### src/rtl/cfghdr_pkg.sv
package cfghdr_pkg;

   // Routing register layout; field order is fixed by what software programs.
   localparam int HDR_DEVFN_LSB = 0;
   localparam int HDR_BUS_LSB   = 8;
   localparam int HDR_BE_LSB    = 16;
   localparam int HDR_OVR_BIT   = 20;
   localparam int HDR_USED_W    = 21;

   localparam int SIZE_W        = 3;

   typedef struct packed {
      logic       ovr;
      logic [3:0] be;
      logic [7:0] bus;
      logic [7:0] devfn;
   } hdr_t;

   typedef enum logic [1:0] {
      PH_IDLE = 2'd0,
      PH_WAIT = 2'd1,
      PH_RESP = 2'd2
   } phase_e;

endpackage

### src/rtl/cfghdr_reg.sv
module cfghdr_reg
   import cfghdr_pkg::*;
#(
   parameter int DATA_W = 32
) (
   input  logic                  clk,
   input  logic                  rst_n,
   input  logic                  wr_en,
   input  logic [HDR_USED_W-1:0] wr_data,
   output hdr_t                  hdr_q,
   output logic [DATA_W-1:0]     rd_view
);

   always_ff @(posedge clk or negedge rst_n) begin
      if (!rst_n) begin
         hdr_q <= '0;
      end else if (wr_en) begin
         hdr_q <= hdr_t'(wr_data);
      end
   end

   always_comb begin
      rd_view                   = '0;
      rd_view[HDR_USED_W-1:0]   = hdr_q;
   end

endmodule

### src/rtl/cfghdr_lane.sv
module cfghdr_lane #(
   parameter int NLANE  = 4,
   parameter int IDX_W  = 2,
   parameter int SIZE_W = 3
) (
   input  logic [SIZE_W-1:0]  acc_size,
   input  logic [IDX_W-1:0]   acc_lo,
   input  logic [8*NLANE-1:0] acc_wdata,
   output logic [NLANE-1:0]   be_auto,
   output logic [8*NLANE-1:0] wdata_al
);

   localparam int NARROW_MAX = 2;

   logic shift_en;
   assign shift_en = (int'(acc_size) <= NARROW_MAX);

   for (genvar i = 0; i < NLANE; i++) begin : g_lane
      logic [7:0] lane_b;

      // Lane i is enabled when it lies in [lo, lo+size); lanes past the top drop.
      assign be_auto[i] = (int'(acc_lo) <= i) && (i < int'(acc_lo) + int'(acc_size));

      // Source byte k moves to lane k+lo for narrow accesses.
      always_comb begin
         lane_b = '0;
         for (int k = 0; k <= i; k++) begin
            if (int'(acc_lo) == i - k) begin
               lane_b = acc_wdata[8*k +: 8];
            end
         end
      end

      assign wdata_al[8*i +: 8] = shift_en ? lane_b : acc_wdata[8*i +: 8];
   end

endmodule

### src/rtl/cfghdr_ctl.sv
module cfghdr_ctl
   import cfghdr_pkg::*;
#(
   parameter int DATA_W   = 32,
   parameter int NLANE    = 4,
   parameter int REGNUM_W = 10
) (
   input  logic                clk,
   input  logic                rst_n,
   input  logic                acc_fire,
   input  logic                hit_hdr,
   input  logic                hit_win,
   input  logic                acc_write,
   input  logic [REGNUM_W-1:0] acc_regnum,
   input  hdr_t                hdr_q,
   input  logic [DATA_W-1:0]   hdr_view,
   input  logic [NLANE-1:0]    be_auto,
   input  logic [DATA_W-1:0]   wdata_al,
   input  logic                tl_done,
   input  logic [DATA_W-1:0]   tl_rdata,
   output phase_e              phase,
   output logic                hdr_we,
   output logic                tl_write,
   output logic [7:0]          tl_bus,
   output logic [7:0]          tl_devfn,
   output logic [REGNUM_W-1:0] tl_regnum,
   output logic [NLANE-1:0]    tl_be,
   output logic [DATA_W-1:0]   tl_wdata,
   output logic [DATA_W-1:0]   rsp_data
);

   logic [NLANE-1:0] be_sel;

   assign be_sel = hdr_q.ovr ? hdr_q.be : be_auto;
   assign hdr_we = (phase == PH_IDLE) && acc_fire && hit_hdr && acc_write;

   always_ff @(posedge clk or negedge rst_n) begin
      if (!rst_n) begin
         phase     <= PH_IDLE;
         tl_write  <= 1'b0;
         tl_bus    <= '0;
         tl_devfn  <= '0;
         tl_regnum <= '0;
         tl_be     <= '0;
         tl_wdata  <= '0;
         rsp_data  <= '0;
      end else begin
         case (phase)
            PH_IDLE: begin
               if (acc_fire) begin
                  if (hit_win) begin
                     phase     <= PH_WAIT;
                     tl_write  <= acc_write;
                     tl_bus    <= hdr_q.bus;
                     tl_devfn  <= hdr_q.devfn;
                     tl_regnum <= acc_regnum;
                     tl_be     <= be_sel;
                     tl_wdata  <= wdata_al;
                  end else begin
                     phase    <= PH_RESP;
                     rsp_data <= (hit_hdr && !acc_write) ? hdr_view : '0;
                  end
               end
            end
            PH_WAIT: begin
               if (tl_done) begin
                  phase    <= PH_RESP;
                  rsp_data <= tl_write ? '0 : tl_rdata;
               end
            end
            PH_RESP: phase <= PH_IDLE;
            default: phase <= PH_IDLE;
         endcase
      end
   end

endmodule

### src/rtl/cfghdr_fmt.sv
module cfghdr_fmt
   import cfghdr_pkg::*;
#(
   parameter int ADDR_W   = 13,
   parameter int DATA_W   = 32,
   parameter int HDR_OFS  = 32'h140,
   parameter int WIN_BASE = 32'h1000,
   parameter int WIN_BITS = 12,
   localparam int NLANE    = DATA_W / 8,
   localparam int IDX_W    = $clog2(NLANE),
   localparam int REGNUM_W = WIN_BITS - IDX_W
) (
   input  logic                clk,
   input  logic                rst_n,
   input  logic                rb_valid,
   input  logic                rb_write,
   input  logic [ADDR_W-1:0]   rb_addr,
   input  logic [SIZE_W-1:0]   rb_size,
   input  logic [DATA_W-1:0]   rb_wdata,
   output logic                rb_ready,
   output logic                rb_done,
   output logic [DATA_W-1:0]   rb_rdata,
   output logic                tl_req,
   output logic                tl_write,
   output logic [7:0]          tl_bus,
   output logic [7:0]          tl_devfn,
   output logic [REGNUM_W-1:0] tl_regnum,
   output logic [NLANE-1:0]    tl_first_be,
   output logic [DATA_W-1:0]   tl_wdata,
   input  logic                tl_done,
   input  logic [DATA_W-1:0]   tl_rdata
);

   localparam int WIN_TAG_W = ADDR_W - WIN_BITS;
   localparam logic [WIN_TAG_W-1:0] WIN_TAG = WIN_TAG_W'(WIN_BASE >> WIN_BITS);
   localparam logic [ADDR_W-1:0]    HDR_ADDR = ADDR_W'(HDR_OFS);

   // Elaboration checks on the parameter set.
   if (DATA_W != 32) begin : g_bad_data_w
      $error("cfghdr_fmt: DATA_W must be 32, first-dword enables are 4 bits");
   end
   if (WIN_BITS >= ADDR_W) begin : g_bad_win_bits
      $error("cfghdr_fmt: window must leave at least one tag bit in the address");
   end
   if ((WIN_BASE % (1 << WIN_BITS)) != 0) begin : g_bad_win_align
      $error("cfghdr_fmt: window base must be aligned to the window size");
   end
   if ((HDR_OFS >> WIN_BITS) == (WIN_BASE >> WIN_BITS)) begin : g_bad_hdr_ofs
      $error("cfghdr_fmt: routing register must lie outside the window");
   end

   hdr_t                hdr_q;
   logic [DATA_W-1:0]   hdr_view;
   logic                hdr_we;
   logic                hit_hdr;
   logic                hit_win;
   logic                acc_fire;
   logic [NLANE-1:0]    be_auto;
   logic [DATA_W-1:0]   wdata_al;
   phase_e              phase;

   assign hit_hdr  = (rb_addr == HDR_ADDR);
   assign hit_win  = (rb_addr[ADDR_W-1:WIN_BITS] == WIN_TAG);
   assign acc_fire = rb_valid && rb_ready;

   assign rb_ready = (phase == PH_IDLE);
   assign tl_req   = (phase == PH_WAIT);
   assign rb_done  = (phase == PH_RESP);

   cfghdr_reg #(
      .DATA_W (DATA_W)
   ) u_reg (
      .clk     (clk),
      .rst_n   (rst_n),
      .wr_en   (hdr_we),
      .wr_data (rb_wdata[HDR_USED_W-1:0]),
      .hdr_q   (hdr_q),
      .rd_view (hdr_view)
   );

   cfghdr_lane #(
      .NLANE  (NLANE),
      .IDX_W  (IDX_W),
      .SIZE_W (SIZE_W)
   ) u_lane (
      .acc_size  (rb_size),
      .acc_lo    (rb_addr[IDX_W-1:0]),
      .acc_wdata (rb_wdata),
      .be_auto   (be_auto),
      .wdata_al  (wdata_al)
   );

   cfghdr_ctl #(
      .DATA_W   (DATA_W),
      .NLANE    (NLANE),
      .REGNUM_W (REGNUM_W)
   ) u_ctl (
      .clk        (clk),
      .rst_n      (rst_n),
      .acc_fire   (acc_fire),
      .hit_hdr    (hit_hdr),
      .hit_win    (hit_win),
      .acc_write  (rb_write),
      .acc_regnum (rb_addr[WIN_BITS-1:IDX_W]),
      .hdr_q      (hdr_q),
      .hdr_view   (hdr_view),
      .be_auto    (be_auto),
      .wdata_al   (wdata_al),
      .tl_done    (tl_done),
      .tl_rdata   (tl_rdata),
      .phase      (phase),
      .hdr_we     (hdr_we),
      .tl_write   (tl_write),
      .tl_bus     (tl_bus),
      .tl_devfn   (tl_devfn),
      .tl_regnum  (tl_regnum),
      .tl_be      (tl_first_be),
      .tl_wdata   (tl_wdata),
      .rsp_data   (rb_rdata)
   );

endmodule

### config.mk
export PLATFORM = sky130hd
export DESIGN_NAME = cfghdr_fmt
export DESIGN_NICKNAME = d
export VERILOG_FILES = /design/src/rtl/cfghdr_pkg.sv /design/src/rtl/cfghdr_reg.sv /design/src/rtl/cfghdr_lane.sv /design/src/rtl/cfghdr_ctl.sv /design/src/rtl/cfghdr_fmt.sv
export SDC_FILE = /design/constraint.sdc
export NUM_CORES = 1
export LEC_CHECK = 0
export ABC_CLOCK_PERIOD_IN_PS = 4000
export CORE_UTILIZATION = 25
export CTS_CLUSTER_DIAMETER = 120
export DETAILED_ROUTE_END_ITERATION = 8
export PLACE_DENSITY = 0.55
export SYNTH_ARGS = -nofsm -noshare
export SYNTH_HDL_FRONTEND = slang
export SYNTH_SLANG_ARGS = --single-unit
### constraint.sdc
create_clock -name clk -period 4 [get_ports clk]
set_clock_uncertainty 0.1 [all_clocks]
set_input_delay 0.8 -clock clk [delete_from_list [all_inputs] [get_ports clk]]
set_output_delay 0.8 -clock clk [all_outputs]
set_load 0.02 [all_outputs]
==> results_dict.tcl, run 1 <==
set metrics [dict create \
    slew_headroom_pct 17.8 \
    avgSynthCellArea_sq_um 10.1 \
    grt_max_degree 60 \
    clk_pin_slew_ns 0.06 \
    firstDrtPassIters 4 \
    clockBufferDepth 2 \
    area_growth_pct 50.0 \
    insertion_delay_ns 0.42 \
    switchingPower_mw 1.48 \
    synth-edff-count 0 \
    maxCapViolCount 0 \
    htreeDepth 4 \
    multi_input_area_sq_mm 0.00223 \
    final_max_slew_viol_count 0 \
    post-route-cell-area_sq_mm 0.00808 \
    stdcell_count 994 \
    cts_tree "built" \
    setup_violations 0 \
    tightest_slew_ns 1.22 \
    path_delay_family "buffers and inverters" \
    leakagePower_nw 3.56 \
    hold_violations 0 \
    initial_utilization_pct 25.5 \
    numPortBuffers 182 \
    placed_area_sq_mm 0.00747 \
    ys_seq_elements 118 \
    worstSetupPathType "input port to register" \
    cts_sinks 118 \
    grt_pass1_wl_um 28300 \
    ant_nets 0 \
    status "completed" \
    clkPwrFrac_pct 34.7 \
    die-width_um 149 \
    dp.final_hpwl_um 13100 \
    placedCellCount 962 \
    syn_area_sq_mm 0.00539 \
    path_max_fanout 54 \
    pin_count 183 \
    postSynthCellCount 533 \
    vias_per_cell 4.75 \
    powerDensity_mw_per_mm2 568 \
    pwr-share-seq_pct 34.6 \
    finalSetupTns_ns 0 \
    peakVddDrop_mv 0.291 \
    drc_errors 0 \
    wl_um 18500 \
    ys_types 42 \
    die_y_um 149 \
    cts.hold.buffers_added 0 \
    numCtsBuffers 17 \
    fmax_ghz 0.356 \
    min_period_ns 2.81 \
    synthFlopType "dfrtp_1" \
    cp_num_buf_inv 2 \
    synth_fp_nets 621 \
    startpoint_type "input port" \
    cts_resized 0 \
    ff_latch_area_sq_mm 0.00295 \
    seq_area_frac_synth_pct 54.8 \
    switching_share_pct 32.2 \
    fill_cells 2102 \
    worstPathArrival_ns 3.05 \
    rsz0062_at_grt "no" \
    intPower_mw 3.11 \
    holdWs_ns 0.362 \
    postCtsSetupBuffers 0 \
    slowest_delay_ns 0.70 \
    fin_crit_sh_pct 70.2 \
    nNetsFinal 794 \
    total_power_mw 4.59 \
    cp_slowest_cell "inv_2" \
    yosysWarnings 0 \
    gp_congestion 0.818 \
    core_area_sq_mm 0.0211 \
    num_rows 53 \
    die_area_sq_mm 0.0221 \
    grt_overflow 0 \
    drt_iter0_markers 279 \
    pwr-share-comb_pct 30.7 \
    grt_antenna_before_repair 1 \
    cts_root_buffer "clkbuf_16" \
    layout_commonest_cell "clkdlybuf4s50_1" \
    wl_per_cell_um 18.6 \
    async_flop_share_pct 100 \
    grt_pass1_vias 4775 \
    critPathCaptureType "register" \
    crit_path_cell_trace "clkdlybuf4s50_1 -> or3b_1 -> a21o_1 -> inv_2 -> nor2_1 -> a21oi_1" \
    grt.total_usage_pct 17.2 \
    vias 4722 \
    required_ns 4.24 \
    antennaDiodeCount 0 \
    layout-drive-gt1-share_pct 10.2 \
    hold_path.class "register to register" \
    final_cell_mix "clkdlybuf4s50_1, dfrtp_1, nand2_1" \
]
[final cells by class]
type | instances | share of cell area, %
inverter | 6 | 0.279
clock buffer | 20 | 5.66
timing repair buffer | 193 | 23.7
tap | 275 | 4.26
multi-input combinational | 370 | 27.6
clock inverter | 12 | 1.89
sequential | 118 | 36.6
[flip-flops by register name, summed over array words and instances, names as in the netlist, 2 cells and up]
signal and flops:
u_ctl.phase 2, u_ctl.rsp_data 32, u_ctl.tl_be 4, u_ctl.tl_bus 8, u_ctl.tl_devfn 8, u_ctl.tl_regnum 10, u_ctl.tl_wdata 32, u_reg.hdr_q 21
[kinds of logic after synthesis]
kind of cell	count (synthesis)	synth area share [%]
AOI/OAI and AO/OA	123	15.9
adders and majority gates	3	0.836
buffers and inverters	45	3.93
DFF	118	54.8
muxes	30	7.46
and+or+nand+nor	214	17.1
[per-stage QoR]
stage | setup slack [ns] | utilization [%]
floorplan | 1.64 | -
global placement | 0.773 | 35.4
detailed placement | 0.764 | 35.4
CTS | 1.19 | 38.3
global route | 0.927 | 38.3
finish | 1.19 | 38.3
[power by group through the flow]
stage	Sequential (mW)	Clock (mW)	Combinational [mW]
after global routing	1.62	1.68	1.52
after detailed placement	1.61	0	1.42
final	1.59	1.59	1.41
after floorplan	1.89	0	0.355
after CTS	1.59	1.63	1.42
after global placement	1.60	0	1.42
[path summary, 6_finish.rpt]
| path | depth (start not counted) | to | from | slack, ns |
|---|---|---|---|---|
| max | 6 | u_ctl.rsp_data[0]$_DFFE_PN0P_ | rb_valid | 1.19 |
| min | 2 | u_ctl.rsp_data[28]$_DFFE_PN0P_ | u_ctl.rsp_data[28]$_DFFE_PN0P_ | 0.36 |
| min in group asynchronous | 1 | u_ctl.tl_regnum[1]$_DFFE_PN0P_ | rst_n | 0.37 |
| max in group asynchronous | 3 | u_ctl.rsp_data[14]$_DFFE_PN0P_ | rst_n | 2.44 |
| min reg2reg | 2 | u_ctl.rsp_data[28]$_DFFE_PN0P_ | u_ctl.rsp_data[28]$_DFFE_PN0P_ | 0.36 |
| max reg2reg | 5 | u_ctl.rsp_data[0]$_DFFE_PN0P_ | u_ctl.phase[0]$_DFFE_PN0P_ | 1.74 |
[routing by layer]
layer	wire, um	GRT usage [%]	vias up
li1	-	-	2228
met5	0	0	-
met4	306	5.10	0
met3	1730	5.35	20
met1	8550	24.5	2267
met2	7910	24.8	207
[cells in the mapped netlist (all sizes together) (7+ instances only)]
cell / instances / area, sq um
a22o: 8 / 70.1
nand3: 19 / 95.1
a21oi: 35 / 175
a32oi: 21 / 184
a211oi: 8 / 60.1
a221o: 7 / 70.1
o22a: 7 / 61.3
buf: 26 / 140
mux2: 21 / 312
nand2: 116 / 435
o21ai: 21 / 105
a221oi: 8 / 70.1
clkbuf: 13 / 48.8
mux2i: 9 / 90.1
dfrtp: 118 / 2950
nand2b: 8 / 50.1
nor2: 55 / 206
[worst register-to-register path, cell delays in order (launching register included)]
cell	delay, ns
dfrtp_1	0.41
or3b_1	0.38
a21o_1	0.33
inv_2	0.70
nor2_1	0.12
a21oi_1	0.15
No activity file was read; power rests on OpenSTA's default activity.
==> run 2: changes to the inputs <==
--- a/config.mk
+++ b/config.mk
@@ -5,7 +5,7 @@
 export SDC_FILE = /design/constraint.sdc
 export NUM_CORES = 1
 export LEC_CHECK = 0
-export ABC_CLOCK_PERIOD_IN_PS = 4000
+export ABC_CLOCK_PERIOD_IN_PS = 2660
 export CORE_UTILIZATION = 25
 export CTS_CLUSTER_DIAMETER = 120
 export DETAILED_ROUTE_END_ITERATION = 8
==> constraint.sdc (replaced) <==
create_clock -name clk -period 2.66 [get_ports clk]
set_clock_uncertainty 0.1 [all_clocks]
set_input_delay 0.532 -clock clk [delete_from_list [all_inputs] [get_ports clk]]
set_output_delay 0.532 -clock clk [all_outputs]
set_load 0.02 [all_outputs]
==> results_dict.tcl, run 2 (synthesis gave the netlist of run 1 again) <==
set metrics [dict create \
    status "completed" \
    cts_tree "built" \
    cts_root_buffer "clkbuf_16" \
    initial_utilization_pct 25.5 \
    grt_overflow 0 \
    setup_ws_ns 0.176 \
    pin_count 183 \
    pre_cts_slack_ns -0.130 \
    drc_errors 0 \
    cp_slowest_cell "clkdlybuf4s50_1" \
    final_util_pct 39.6 \
    final_cell_mix "clkdlybuf4s50_1, dfrtp_1, nand2_1" \
    dp.final_hpwl_um 14000 \
    ant_nets 0 \
    die_area_sq_mm 0.0221 \
    cts.hold.buffers_added 0 \
    switching_share_pct 32.0 \
    nNetsFinal 819 \
    final_max_slew_viol_count 0 \
    pwr-share-comb_pct 31.5 \
    num_rows 53 \
    switchingPower_mw 2.23 \
    crit_path_cell_trace "nor2_2 -> clkdlybuf4s50_1" \
    wl_per_cell_um 18.8 \
    setup_violations 0 \
    htreeDepth 4 \
    slowest_delay_ns 0.68 \
    maxCapViolCount 0 \
    rsz0062_at_grt "no" \
    area_growth_pct 54.9 \
    vias 4842 \
    hold_violations 0 \
    reg_top3 "u_ctl.rsp_data x32, u_ctl.tl_wdata x32, u_reg.hdr_q x21" \
    worstPathArrival_ns 1.85 \
    grt_antenna_before_repair 0 \
    grt_pass1_wl_um 29000 \
    grt_max_degree 50 \
    required_ns 2.03 \
    hold_path.class "input port to async pin" \
    holdWs_ns 0.0156 \
    slew_headroom_pct 45.1 \
    fill_cells 2127 \
    die-width_um 149 \
    critPathCaptureType "output port" \
    wl_um 19100 \
    clk_pin_slew_ns 0.06 \
    intPower_mw 4.74 \
    antennaDiodeCount 0 \
    powerDensity_mw_per_mm2 835 \
    worstSetupPathType "register to output port" \
    startpoint_type "register" \
    core_area_sq_mm 0.0211 \
    grt_pass1_vias 4777 \
    clockBufferDepth 2 \
    min_period_ns 2.48 \
    tightest_slew_ns 0.817 \
    die_y_um 149 \
    vias_per_cell 4.75 \
    layout_commonest_cell "clkdlybuf4s50_1" \
    insertion_delay_ns 0.41 \
    gp_congestion 0.804 \
    fmax_ghz 0.403 \
    firstDrtPassIters 4 \
    pwr-share-seq_pct 34.4 \
    fin_crit_sh_pct 93.4 \
    placed_area_sq_mm 0.00773 \
    numCtsBuffers 17 \
    drt_iter0_markers 315 \
    ff_latch_area_sq_mm 0.00295 \
    peakVddDrop_mv 0.366 \
    clkPwrFrac_pct 34.1 \
    numPortBuffers 182 \
    leakagePower_nw 3.71 \
    post-route-cell-area_sq_mm 0.00834 \
    grt.total_usage_pct 17.8 \
    path_max_fanout 5 \
    layout-drive-gt1-share_pct 13.2 \
    cts_sinks 118 \
    multi_input_area_sq_mm 0.00223 \
]
==> run 2: changes by cell type in the layout (fill, tap and decap cells not counted), sizes merged <==
cell,delta
buf,+25
clkbuf,+1
clkinv,-1
clkinvlp,-1
inv,+1
==> run 2: layer usage <==
| layer | routed length, um | share of wire (%) | GRT usage [%] |
|---|---|---|---|
| met1 | 9120 | 48 | 24.9 |
| met2 | 8220 | 43 | 26.2 |
| met3 | 1610 | 8.4 | 5.87 |
| met4 | 193 | 1.0 | 4.49 |
| met5 | 0 | 0 | 0 |
==> run 2: final timing paths <==
path,from,endpoint,slack [ns],depth (start not counted)
setup reg to reg,u_ctl.phase[0]$_DFFE_PN0P_,u_ctl.tl_regnum[4]$_DFFE_PN0P_,0.79,5
hold reg to reg,u_ctl.rsp_data[30]$_DFFE_PN0P_,u_ctl.rsp_data[30]$_DFFE_PN0P_,0.36,2
min in group clk,u_ctl.rsp_data[30]$_DFFE_PN0P_,u_ctl.rsp_data[30]$_DFFE_PN0P_,0.36,2
max in group asynchronous,rst_n,u_reg.hdr_q[7]$_DFFE_PN0P_,1.78,2
setup / recovery,u_ctl.phase[0]$_DFFE_PN0P_,rb_ready,0.18,2
hold / removal,rst_n,u_ctl.tl_regnum[1]$_DFFE_PN0P_,0.02,1
==> run 2: area by class of cell <==
cell class	count	share of cell area, %
clock inverter	11	1.79
sequential	118	35.4
multi-input combinational	370	26.8
tap	275	4.13
clock buffer	21	5.52
timing repair buffer	218	26.1
inverter	6	0.270
==> run 2: worst max-delay path: cells and delay by family (launching register included) <==
family,cells,cell delay [ns]
simple gates,1,0.35
buf+inv,1,0.68
flops,1,0.42
==> run 2: stage by stage <==
stage / setup TNS [ns] / cells / power (mW)
2_1_floorplan: 0 / 533 / 3.38
3_3_place_gp: -5.06 / 987 / 4.62
3_5_place_dp: -3.13 / 987 / 4.63
4_1_cts: 0 / 1019 / 7.05
5_1_grt: 0 / 1019 / 7.34
6_report: 0 / 1019 / 6.97
==> run 2: repair_timing <==
action                                  in CTS  in global routing
gates resized for setup                      1                  0
hold endpoints to repair                     0                  0
endpoints found under the setup margin       1                  0
buffers inserted                             0                  0
==> run 2: power groups by stage <==
stage	sequential [mW]	clock, mW	combinational (mW)
detailed placement	2.42	0	2.21
finish	2.40	2.38	2.20
global placement	2.42	0	2.20
floorplan	2.85	0	0.535
global route	2.45	2.53	2.36
CTS	2.40	2.43	2.22
==> run 3: changes to the inputs <==
--- a/config.mk
+++ b/config.mk
@@ -10,6 +10,7 @@
 export CTS_CLUSTER_DIAMETER = 120
 export DETAILED_ROUTE_END_ITERATION = 8
 export PLACE_DENSITY = 0.55
+export SLEW_MARGIN = 20
 export SYNTH_ARGS = -nofsm -noshare
 export SYNTH_HDL_FRONTEND = slang
 export SYNTH_SLANG_ARGS = --single-unit
==> results of run 3 <==
Same layout as run 2: the final DEF is identical, and so are final timing and power.
